==> src/rtl/reload_timer_pkg.sv <==
package reload_timer_pkg;
  localparam int unsigned CNT_W  = 16;
  localparam int unsigned N_SRC  = 4;
  localparam int unsigned SEL_W  = $clog2(N_SRC);
  localparam int unsigned MODE_W = 8;

  typedef enum logic [1:0] {
    OP_TIMER = 2'b00,
    OP_RSV1  = 2'b01,
    OP_RSV2  = 2'b10,
    OP_RSV3  = 2'b11
  } op_mode_e;
endpackage

==> src/rtl/rt_src_sel.sv <==
module rt_src_sel #(
  parameter int unsigned N_SRC = 4,
  parameter int unsigned SEL_W = $clog2(N_SRC)
) (
  input  logic [N_SRC-1:0] src_tick_i,
  input  logic [SEL_W-1:0] sel_i,
  output logic             tick_o
);
  logic [N_SRC-1:0] hit;

  for (genvar g = 0; g < N_SRC; g++) begin : g_dec
    assign hit[g] = src_tick_i[g] && (sel_i == SEL_W'(g));
  end

  assign tick_o = |hit;
endmodule

==> src/rtl/rt_ctrl.sv <==
module rt_ctrl
  import reload_timer_pkg::*;
#(
  parameter int unsigned SEL_W  = 2,
  parameter int unsigned MODE_W = 8
) (
  input  logic              clk_i,
  input  logic              rst_ni,
  input  logic              wr_mode_i,
  input  logic [MODE_W-1:0] wdata_mode_i,
  input  logic              wr_run_i,
  input  logic              wdata_run_i,
  input  logic              wr_cnt_i,
  input  logic              src_tick_i,
  output logic [SEL_W-1:0]  sel_o,
  output logic [MODE_W-1:0] mode_o,
  output logic              run_o,
  output logic              seen_o,
  output logic              tick_o,
  output logic              wr_both_o
);
  op_mode_e         op_q;
  logic [SEL_W-1:0] sel_q;
  logic             run_q, seen_q;

  always_ff @(posedge clk_i or negedge rst_ni) begin
    if (!rst_ni) begin
      op_q  <= OP_TIMER;
      sel_q <= '0;
    end else if (wr_mode_i) begin
      op_q  <= op_mode_e'(wdata_mode_i[1:0]);
      sel_q <= wdata_mode_i[MODE_W-1 -: SEL_W];
    end
  end

  assign tick_o = src_tick_i && run_q && (op_q == OP_TIMER);

  always_ff @(posedge clk_i or negedge rst_ni) begin
    if (!rst_ni) begin
      run_q  <= 1'b0;
      seen_q <= 1'b0;
    end else begin
      if (wr_run_i) run_q <= wdata_run_i;
      if (wr_run_i && wdata_run_i && !run_q) seen_q <= 1'b0;
      else if (tick_o)                       seen_q <= 1'b1;
    end
  end

  // routing uses the flag as it stood before a same-cycle tick
  assign wr_both_o = wr_cnt_i && (!run_q || !seen_q);

  always_comb begin
    mode_o                      = '0;
    mode_o[1:0]                 = op_q;
    mode_o[MODE_W-1 -: SEL_W]   = sel_q;
  end

  assign sel_o  = sel_q;
  assign run_o  = run_q;
  assign seen_o = seen_q;
endmodule

==> src/rtl/rt_counter.sv <==
module rt_counter #(
  parameter int unsigned CNT_W = 16
) (
  input  logic             clk_i,
  input  logic             rst_ni,
  input  logic             tick_i,
  input  logic             wr_cnt_i,
  input  logic             wr_both_i,
  input  logic [CNT_W-1:0] wdata_i,
  output logic [CNT_W-1:0] cnt_o,
  output logic [CNT_W-1:0] reload_o,
  output logic             irq_o
);
  logic [CNT_W-1:0] cnt_q, reload_q, reload_nx;
  logic             zero, uflow;

  assign reload_nx = wr_cnt_i ? wdata_i : reload_q;
  assign zero      = (cnt_q == '0);
  assign uflow     = tick_i && zero && !wr_both_i;

  always_ff @(posedge clk_i or negedge rst_ni) begin
    if (!rst_ni) begin
      cnt_q    <= '0;
      reload_q <= '0;
      irq_q    <= 1'b0;
    end else begin
      reload_q <= reload_nx;
      irq_q    <= uflow;
      if (wr_both_i)   cnt_q <= wdata_i;
      else if (uflow)  cnt_q <= reload_nx;
      else if (tick_i) cnt_q <= cnt_q - 1'b1;
    end
  end

  logic irq_q;
  assign cnt_o    = cnt_q;
  assign reload_o = reload_q;
  assign irq_o    = irq_q;
endmodule

==> src/rtl/reload_timer.sv <==
module reload_timer
  import reload_timer_pkg::*;
(
  input  logic              clk_i,
  input  logic              rst_ni,
  input  logic [N_SRC-1:0]  src_tick_i,
  input  logic              wr_cnt_i,
  input  logic [CNT_W-1:0]  wdata_cnt_i,
  input  logic              wr_mode_i,
  input  logic [MODE_W-1:0] wdata_mode_i,
  input  logic              wr_run_i,
  input  logic              wdata_run_i,
  output logic [CNT_W-1:0]  cnt_o,
  output logic [MODE_W-1:0] mode_o,
  output logic              run_o,
  output logic              irq_o
);
  logic [SEL_W-1:0] sel;
  logic             sel_tick, tick, wr_both, seen_q;
  logic [CNT_W-1:0] reload_q;

  rt_src_sel #(.N_SRC(N_SRC), .SEL_W(SEL_W)) u_sel (
    .src_tick_i (src_tick_i),
    .sel_i      (sel),
    .tick_o     (sel_tick)
  );

  rt_ctrl #(.SEL_W(SEL_W), .MODE_W(MODE_W)) u_ctrl (
    .clk_i        (clk_i),
    .rst_ni       (rst_ni),
    .wr_mode_i    (wr_mode_i),
    .wdata_mode_i (wdata_mode_i),
    .wr_run_i     (wr_run_i),
    .wdata_run_i  (wdata_run_i),
    .wr_cnt_i     (wr_cnt_i),
    .src_tick_i   (sel_tick),
    .sel_o        (sel),
    .mode_o       (mode_o),
    .run_o        (run_o),
    .seen_o       (seen_q),
    .tick_o       (tick),
    .wr_both_o    (wr_both)
  );

  rt_counter #(.CNT_W(CNT_W)) u_cnt (
    .clk_i     (clk_i),
    .rst_ni    (rst_ni),
    .tick_i    (tick),
    .wr_cnt_i  (wr_cnt_i),
    .wr_both_i (wr_both),
    .wdata_i   (wdata_cnt_i),
    .cnt_o     (cnt_o),
    .reload_o  (reload_q),
    .irq_o     (irq_o)
  );
endmodule

==> config.mk <==
export PLATFORM = sky130hd
export DESIGN_NAME = reload_timer
export DESIGN_NICKNAME = d
export VERILOG_FILES = /design/src/rtl/reload_timer_pkg.sv /design/src/rtl/rt_src_sel.sv /design/src/rtl/rt_ctrl.sv /design/src/rtl/rt_counter.sv /design/src/rtl/reload_timer.sv
export SDC_FILE = /design/constraint.sdc
export NUM_CORES = 1
export LEC_CHECK = 0
export ABC_CLOCK_PERIOD_IN_PS = 3000
export BUFFER_PORTS_ARGS = -buffer_cell sky130_fd_sc_hd__buf_4
export CAP_MARGIN = 20
export CORE_UTILIZATION = 51
export DETAILED_ROUTE_END_ITERATION = 7
export PLACE_DENSITY_LB_ADDON = 0.12
export SYNTH_ARGS = -nofsm -noshare
export SYNTH_HDL_FRONTEND = slang
export SYNTH_SLANG_ARGS = --single-unit
==> constraint.sdc <==
create_clock -name clk_i -period 3 [get_ports clk_i]
set_input_delay 0.45 -clock clk_i [delete_from_list [all_inputs] [get_ports clk_i]]
set_output_delay 0.45 -clock clk_i [all_outputs]
set_load 0.02 [all_outputs]
---- Yosys cells after proc, flatten, opt, wreduce, memory -nomap -nowiden ----
Cells that the tools add are included.
word-level totals
  memory bits (writable) .................. 0
  output and inout bits ................... 26
  memories kept ........................... 0
  input bits .............................. 34
  register bits after elaboration ......... 39
  memory bits (read-only) ................. 0
  word-level logic and storage cells ...... 38
  bits in latches ......................... 0
cells by class
  bitwise logic cells ..................... 0
  divide/modulo/power cells ............... 0
  equality and inequality tests ........... 3
  shift operators ......................... 0
  reductions and logical operators ........ 21
  add/sub/neg operators ................... 1
  multiplexer cells ....................... 6
  multipliers ............................. 0
  magnitude comparators ................... 0
operator list
  kind                                                 count
  2-to-1 mux 16 bit                                    4
  logical NOT 16 bit                                   1
  subtractor 16 x 1 -> 16 bit (second input constant)  1
  logical AND 1 bit                                    11
  == test 2 bit (second input constant)                2
  logical NOT 2 bit                                    2
  OR reduction 4 bit                                   1
  logical NOT 1 bit                                    3
  nonzero test 3 bit                                   1
  == test 2 x 1 -> 1 bit (second input constant)       1
  2-to-1 mux 1 bit                                     2
  nonzero test 2 bit                                   1
  logical OR 1 bit                                     1

---- Longest topological paths before layout ----
Gate-level depths: netlist (run 1).
  depth after elaboration ................. 9
  gate-level depth with buffers ........... 9

---- Cells and area by module ----
A second synthesis (run 1) with hierarchy kept.
second synthesis, totals
  cell total of the unflattened synthesis .. 192
  area, all modules ....................... 2122.0 sq um
by module, submodules not included
  module      cells each  area an instance (sq um)  instances  sequential area each (sq um)
  rt_counter  168         1814.2                    1          825.8
  rt_ctrl     23          285.3                     1          150.1
  rt_src_sel  1           22.5                      1          0.0

---- Least setup slack after synthesis (run 1) ----
Ideal clock, no wire load.
  kind .................................... register to register
  from .................................... reg u_cnt.cnt_q[0] (netlist: u_cnt.cnt_o[0])
  to ...................................... reg u_cnt.cnt_q[6] (netlist: u_cnt.cnt_o[6])
  period minus slack after synthesis ...... 2.400 ns
  cell stages (with the launch flop) ...... 10
  path slack .............................. 0.600 ns
  path buffers ............................ 2
  data required time ...................... 2.863 ns
  arrival ................................. 2.263 ns
  cells stage by stage .................... dfrtp_1 -> inv_1 -> ha_1 -> nor3b_1 -> nand3_2 -> or4_1 -> buf_2 -> buf_6 -> o2111ai_1 -> nand3_1
on the way
  longest elaborated chain between the ends .. 5
  elaborated cells on any way between the ends .. 8
  those cells by class .................... add/sub: 1; mux: 3; reduce/logical: 4
ends and longest elaborated chain
  item                                                                 line              source
  start: declaration                                                   rt_counter.sv:14  logic [CNT_W-1:0] cnt_q, reload_q, reload_nx;
  start signal: assignment                                             rt_counter.sv:29  if (wr_both_i) cnt_q <= wdata_i;
  start signal: assignment                                             rt_counter.sv:30  else if (uflow) cnt_q <= reload_nx;
  start signal: assignment                                             rt_counter.sv:31  else if (tick_i) cnt_q <= cnt_q - 1'b1;
  branches (longest 5 deep; another with subtractor 16 x 1 -> 16 bit)  -
Parallel ways; which one is timed is not known. The select of a mux whose other input is x is not followed.
A chain may end at the register's enable or synchronous reset.

---- Final worst setup path (run 1) ----
Same ends and word-level chain as after synthesis.

==> results.md, run 1 <==
* Layout cells sized above 1 at 34.9%
* P_sw at 449 µW
* Final Hold Fails at 0
* Starting Density at 54.3%
* # IOs at 60
* RSZ-0062 raised after global routing: no
* Clk pin slew, worst setup/hold paths at 0.08 ns
* Nets@finish at 283
* First-pass GRT wire length at 7780 µm
* Final setup skew at 0.00529 ns
* Htree depth at 2
* Register area at 976 µm²
* Final Cell Area at 0.00254 mm²
* Hold WC Path Type: in -> async
* Int Pwr at 979 µW
* Period utilization at 85.1%
* WP data required at 3.17 ns
* Cts hold-fix bufs at 0
* Die Y at 65.1 µm
* DR DRC count at 0
* Top_reg_cell synth: dfrtp_1
* Largest net degree at the start of global routing at 40
* Most common cell after layout, fill and taps aside: buf_4
* Slew headroom at 47.0%
* DIE WIDTH at 65.1 µm
* Max VDD drop at 0.000355 V
* Die ar. at 0.00424 mm²
* Placed inst area at 0.00244 mm²
* Synthesis-to-finish area growth at 25.0%
* Max frequency at 392 MHz
* Comb pwr share at 26.1%
* Fillers at 305
* Clock power frac at 27.5%
* CTS tree: built
* Post-CTS setup buffers at 0
* Slew Limit Fails at 0
* IO buf count at 51
* Post-synth ARST share at 100%
* Initial antenna violation count at 0
* Seq/Total Area, Yosys at 48.0%
* Iteration-0 DRC Markers at 112
* Clock buffer depth at 2
* Tot GR Track Use at 24.7%
* Vias in the first global route at 1,633
* Finish-stage setup viols at 0
* Via density at 5.61
* # rows at 22
* Crit-path max FO at 14
* Max_cap viols at 0
* Core Box Area at 0.00374 mm²
* CTS Buf Count at 5
* GRT overflow at 0
* Clock Latency Late Sink at 0.30 ns
* Worst-margin pin slew at 0.788 ns
* Tmin final at 2.55 ns
* Multi-input gate area at 976 µm²
* Power Dens Cells at 563 mW/mm²
* DRT Pass-1 Iters at 4
* Synth warn at 0
* Routed wire length at 4510 µm
* DP HPWL at 3180 µm
* Antenna Violating Nets Remaining at 0
* Post-cts repair resize count at 0
* Netlist cell types at 44
* CP Launch Type: register
* Final Util at 67.8%
* Avg Inst Size Synth at 10.4 µm²
* Worst-case reg-to-reg path depth at 8
* Register share of total power at 46.4%
* Most frequent cells in the layout: 54 x buf_4, 39 x dfrtp_1, 21 x mux2_2
* Leak at 0.00113 µW
* Syn Inst Count at 196
* CP endpoint kind: register
* #FFs+latches synth at 39
* Clock root cell: clkbuf_8
* Outcome: complete, no violations
* Clk sink count at 39
* Via count at 1,667
* CP Data Arrival Time at 2.73 ns
* Critical path class: reg -> reg
* Sw frac at 31.5%
* Cell area after synthesis at 0.00203 mm²
* Setup tns final at 0 ns
* R2R Setup Slk at 0.45 ns
* Ant diodes at 0
* DR WL/cell at 15.2 µm
* Gpl congestion at 0.796
* Number of synthesized flops with an enable pin at 0
layout make-up:
cell class                 count  area share (%)
inverter                       6           0.887
tap                           48            2.36
timing repair buffer          54            16.0
multi-input combinational    142            38.4
clock buffer                   8            3.94
sequential                    39            38.4
logic make-up after synthesis:
logic type | count (synthesis) | synth area share (%)
simple gates | 59 | 15.2
compound gates | 44 | 13.2
flops | 39 | 48.0
mux | 28 | 15.7
buf+inv | 18 | 4.49
xor+xnor | 6 | 2.59
fa+ha+maj | 1 | 0.616
other cells | 1 | 0.185
power by group through the flow:
stage | logic [µW] | clock network, µW | registers, µW
global placement | 367 | 0 | 670
global route | 412 | 422 | 675
CTS | 376 | 396 | 663
floorplan | 177 | 0 | 710
finish | 373 | 392 | 663
detailed placement | 374 | 0 | 672
path summary, 6_finish.rpt:
check / startpoint / to
max: u_cnt.cnt_o[0]$_DFFE_PN0P_ / u_cnt.cnt_o[6]$_DFFE_PN0P_
min: rst_ni / u_cnt.reload_o[13]$_DFF_PN0_
max reg2reg: u_cnt.cnt_o[0]$_DFFE_PN0P_ / u_cnt.cnt_o[6]$_DFFE_PN0P_
min reg2reg: u_cnt.reload_o[10]$_DFF_PN0_ / u_cnt.reload_o[10]$_DFF_PN0_
max in group asynchronous: rst_ni / u_cnt.cnt_o[5]$_DFFE_PN0P_
min in group clk_i: wr_run_i / u_ctrl.run_o$_DFFE_PN0P_
critical path, cell delays in order (launching register included):
cell and delay (ns):
dfrtp_1 0.42, inv_1 0.12, ha_1 0.21, nor3b_1 0.24, buf_4 0.18, nand3_2 0.13
or4_1 0.74, o2111ai_1 0.29, nand3_1 0.09
cell usage after synthesis, types with 2 or more instances:
| cell | count | area share (%) |
|---|---|---|
| o2111ai_1 | 2 | 0.86 |
| a21oi_1 | 9 | 2.2 |
| a22oi_1 | 6 | 2.2 |
| and3_1 | 4 | 1.2 |
| nor2_1 | 19 | 3.5 |
| inv_1 | 6 | 1.1 |
| buf_4 | 4 | 1.5 |
| nand3_1 | 2 | 0.49 |
| nand2_1 | 13 | 2.4 |
| nor3_1 | 6 | 1.5 |
| mux2_2 | 21 | 12 |
| clkbuf_1 | 5 | 0.92 |
| dfrtp_1 | 39 | 48 |
| mux2i_1 | 6 | 3.0 |
| and2_1 | 2 | 0.62 |
| o21ai_0 | 18 | 4.4 |
| o31ai_1 | 2 | 0.74 |
| nor3b_1 | 2 | 0.74 |
| xnor2_1 | 5 | 2.2 |
per-layer routing:
layer	vias up	routed length [µm]	track usage, %
met5	-	0	0
met4	0	76	9.78
met3	7	164	4.69
met2	39	2190	41.7
met1	817	2070	31.2
li1	804	-	-
state kept, by name, summed over array words and instances, names as in the netlist:
name and count:
u_cnt.cnt_o 16, u_cnt.irq_o 1, u_cnt.reload_o 16, u_ctrl.op_q 2, u_ctrl.run_o 1, u_ctrl.seen_o 1, u_ctrl.sel_o 2
stage by stage:
stage	power, µW	hold WS (ns)	setup WS (ns)	instances
after floorplan	887	0.154	0.600	199
after global placement	1040	0.451	0.537	289
after detailed placement	1050	0.446	0.514	289
after CTS	1430	0.131	0.483	297
after global routing	1510	0.153	0.228	297
final	1430	0.117	0.447	297
No activity file was read; power rests on OpenSTA's default activity.
==> run 2, diff against run 1 <==
--- a/config.mk
+++ b/config.mk
@@ -8,8 +8,9 @@
 export ABC_CLOCK_PERIOD_IN_PS = 3000
 export BUFFER_PORTS_ARGS = -buffer_cell sky130_fd_sc_hd__buf_4
 export CAP_MARGIN = 20
-export CORE_UTILIZATION = 51
+export CORE_UTILIZATION = 45
 export DETAILED_ROUTE_END_ITERATION = 7
+export HOLD_SLACK_MARGIN = 0.02
 export PLACE_DENSITY_LB_ADDON = 0.12
 export SYNTH_ARGS = -nofsm -noshare
 export SYNTH_HDL_FRONTEND = slang
==> run 2 against run 1 <==
  * Register-to-register slack gained 0.04 ns
  * Critical endpoint unchanged
  * Sequential power is essentially flat
  * Worst hold slack improved by 0.0035 ns
  * Clock power shrank 12%
  * Worst setup slack better by 0.037 ns
  * Sequential share of layout area increased by 0.21 points
  * Cell count rose by 1.3%
==> results.md, run 2 (synthesis results as in run 1) <==
* R2R Setup Slk at 0.48 ns (was 0.45 ns)
* Die ar. at 0.00479 mm² (was 0.00424 mm²)
* Worst r2r dst: u_cnt.cnt_o[6]$_DFFE_PN0P_ (unchanged)
* WP data required at 3.16 ns (was 3.17 ns)
* Max VDD drop at 0.000235 V (was 0.000355 V)
* RSZ-0062 raised after global routing: no (unchanged)
* Nets@finish at 283 (unchanged)
* Crit path largest cell delay at 0.74 ns (about the same)
* Cts hold-fix bufs at 0 (unchanged)
* CP startpoint: u_cnt.cnt_o[0]$_DFFE_PN0P_ (unchanged)
* Cells along the critical path: inv_1 > ha_1 > nor3b_1 > buf_4 > nand3_2 > or4_1 > o2111ai_1 > nand3_1 (unchanged)
* Final Cell Area at 0.00253 mm² (was 0.00254 mm²)
* Worst-case reg-to-reg path depth at 8 (unchanged)
* DP HPWL at 3140 µm (was 3180 µm)
* Max_cap viols at 0 (unchanged)
* CP endpoint kind: register (unchanged)
* # IOs at 60 (unchanged)
* Via density at 5.54 (was 5.61)
* Finish-stage setup viols at 0 (unchanged)
* Clk pin slew, worst setup/hold paths at 0.08 ns (about the same)
* Iteration-0 DRC Markers at 109 (was 112)
* Vias in the first global route at 1,612 (was 1,633)
* Largest net degree at the start of global routing at 40 (unchanged)
* Clock buffer depth at 2 (unchanged)
* Outcome: complete, no violations (unchanged)
* Tot GR Track Use at 20.3% (was 24.7%)
* IO buf count at 51 (unchanged)
* Stages on the worst setup path at 8 (unchanged)
* Tmin final at 2.52 ns (was 2.55 ns)
* CTS tree: built (unchanged)
* Crit-path max FO at 14 (unchanged)
* DIE WIDTH at 69.2 µm (was 65.1 µm)
* GRT met3 Usage at 5.52% (was 4.69%)
* Hold WC Path Type: in -> async (unchanged)
* DR WL/cell at 14.8 µm (was 15.2 µm)
* Post-cts repair resize count at 0 (unchanged)
* Setup tns final at 0 ns (unchanged)
* Slew headroom at 49.0% (was 47.0%)
* Placed inst area at 0.00244 mm² (about the same)
* Slew Limit Fails at 0 (unchanged)
* Most frequent cells in the layout: 54 x buf_4, 39 x dfrtp_1, 21 x mux2_2 (unchanged)
* Starting Density at 46.7% (was 54.3%)
* Final Hold Fails at 0 (unchanged)
* Core Box Area at 0.00435 mm² (was 0.00374 mm²)
* Clock Latency Late Sink at 0.29 ns (was 0.30 ns)
* Global Route met2 Usage at 31.4% (was 41.7%)
* Die Y at 69.2 µm (was 65.1 µm)
* CTS Buf Count at 5 (unchanged)
* GR Util met1 at 27.8% (was 31.2%)
* CP Launch Type: register (unchanged)
* Htree depth at 2 (unchanged)
* Gpl congestion at 0.732 (was 0.796)
* Initial antenna violation count at 0 (unchanged)
* # rows at 24 (was 22)
* Leak at 0.00112 µW (was 0.00113 µW)
* Period utilization at 83.9% (was 85.1%)
* Post-CTS setup buffers at 0 (unchanged)
* Synthesis-to-finish area growth at 24.3% (was 25.0%)
* DR DRC count at 0 (unchanged)
* Via count at 1,668 (was 1,667)
* DRT Pass-1 Iters at 5 (was 4)
* Delay-heaviest family, CP: simple AND/OR/NAND/NOR gates (unchanged)
* WP buf/inv at 2 (unchanged)
* Max frequency at 397 MHz (was 392 MHz)
* Routed wire length at 4470 µm (was 4510 µm)
* Worst setup endpoint: u_cnt.cnt_o[6]$_DFFE_PN0P_ (unchanged)
* Critical path class: reg -> reg (unchanged)
* Power Dens Cells at 547 mW/mm² (was 563 mW/mm²)
* CP Data Arrival Time at 2.68 ns (was 2.73 ns)
* Clock root cell: clkbuf_8 (unchanged)
* Busiest grt layer: met2 (unchanged)
* Clk sink count at 39 (unchanged)
* First-pass GRT wire length at 7730 µm (was 7780 µm)
* Reg2Reg Launch Point: u_cnt.cnt_o[0]$_DFFE_PN0P_ (unchanged)
* Most common cell after layout, fill and taps aside: buf_4 (unchanged)
* Antenna Violating Nets Remaining at 0 (unchanged)
* Worst-margin pin slew at 0.758 ns (was 0.788 ns)
* Layout cells sized above 1 at 34.5% (was 34.9%)
* Critical path's slowest cell: or4_1 (unchanged)
* Final setup skew at 0.00526 ns (was 0.00529 ns)
* Ant diodes at 0 (unchanged)
* GRT overflow at 0 (unchanged)
[run 2: per-stage QoR]
step | util (%) | hold slack [ns] | std cells | power, µW | setup WS [ns]
finish | 58.0 | 0.121 | 301 | 1380 | 0.484
global route | 58.0 | 0.158 | 301 | 1460 | 0.258
CTS | 58.0 | 0.139 | 301 | 1390 | 0.453
detailed placement | 56.1 | 0.453 | 293 | 1050 | 0.470
global placement | 56.1 | 0.454 | 293 | 1040 | 0.506
floorplan | - | 0.154 | 199 | 887 | 0.600
[run 2: area by class of cell]
| class | instances | area, µm² |
|---|---|---|
| Clock buffer | 7 | 76.3 |
| Clock inverter | 1 | 5.00 |
| Fill cell | 413 | 1830 |
| Inverter | 6 | 22.5 |
| Multi-Input combinational cell | 142 | 976 |
| Sequential cell | 39 | 976 |
| Tap cell | 52 | 65.1 |
| Timing Repair Buffer | 54 | 405 |
[run 2: where the power goes]
| group | total, µW | internal [µW] | switching, µW |
|---|---|---|---|
| combinational | 372 | 178 | 194 |
| clock | 346 | 163 | 182 |
| sequential | 664 | 592 | 72.2 |
[run 2: worst register-to-register path: cells and delay by family (launching register included)]
| family | cells | cell delay, ns |
|---|---|---|
| adder cells (fa/ha/maj) | 1 | 0.21 |
| AND/OR/NAND/NOR | 4 | 1.17 |
| AO/OA/AOI/OAI | 1 | 0.30 |
| buffers and inverters | 2 | 0.28 |
| flip-flops | 1 | 0.43 |
[run 2: worst min-delay path by stage]
stage,cells past startpoint,endpoint,slack [ns]
floorplan,0,u_cnt.cnt_o[0]$_DFFE_PN0P_,0.15
global placement,1,u_cnt.reload_o[13]$_DFF_PN0_,0.45
detailed placement,1,u_cnt.reload_o[13]$_DFF_PN0_,0.45
CTS,1,u_cnt.reload_o[13]$_DFF_PN0_,0.14
global route,1,u_cnt.reload_o[13]$_DFF_PN0_,0.16
finish,1,u_cnt.cnt_o[13]$_DFFE_PN0P_,0.12
[run 2: metal layers]
layer / up-vias / wire, µm
li1: 806 / -
met1: 818 / 2110
met2: 42 / 2150
met3: 2 / 185
met4: 0 / 26
met5: - / 0
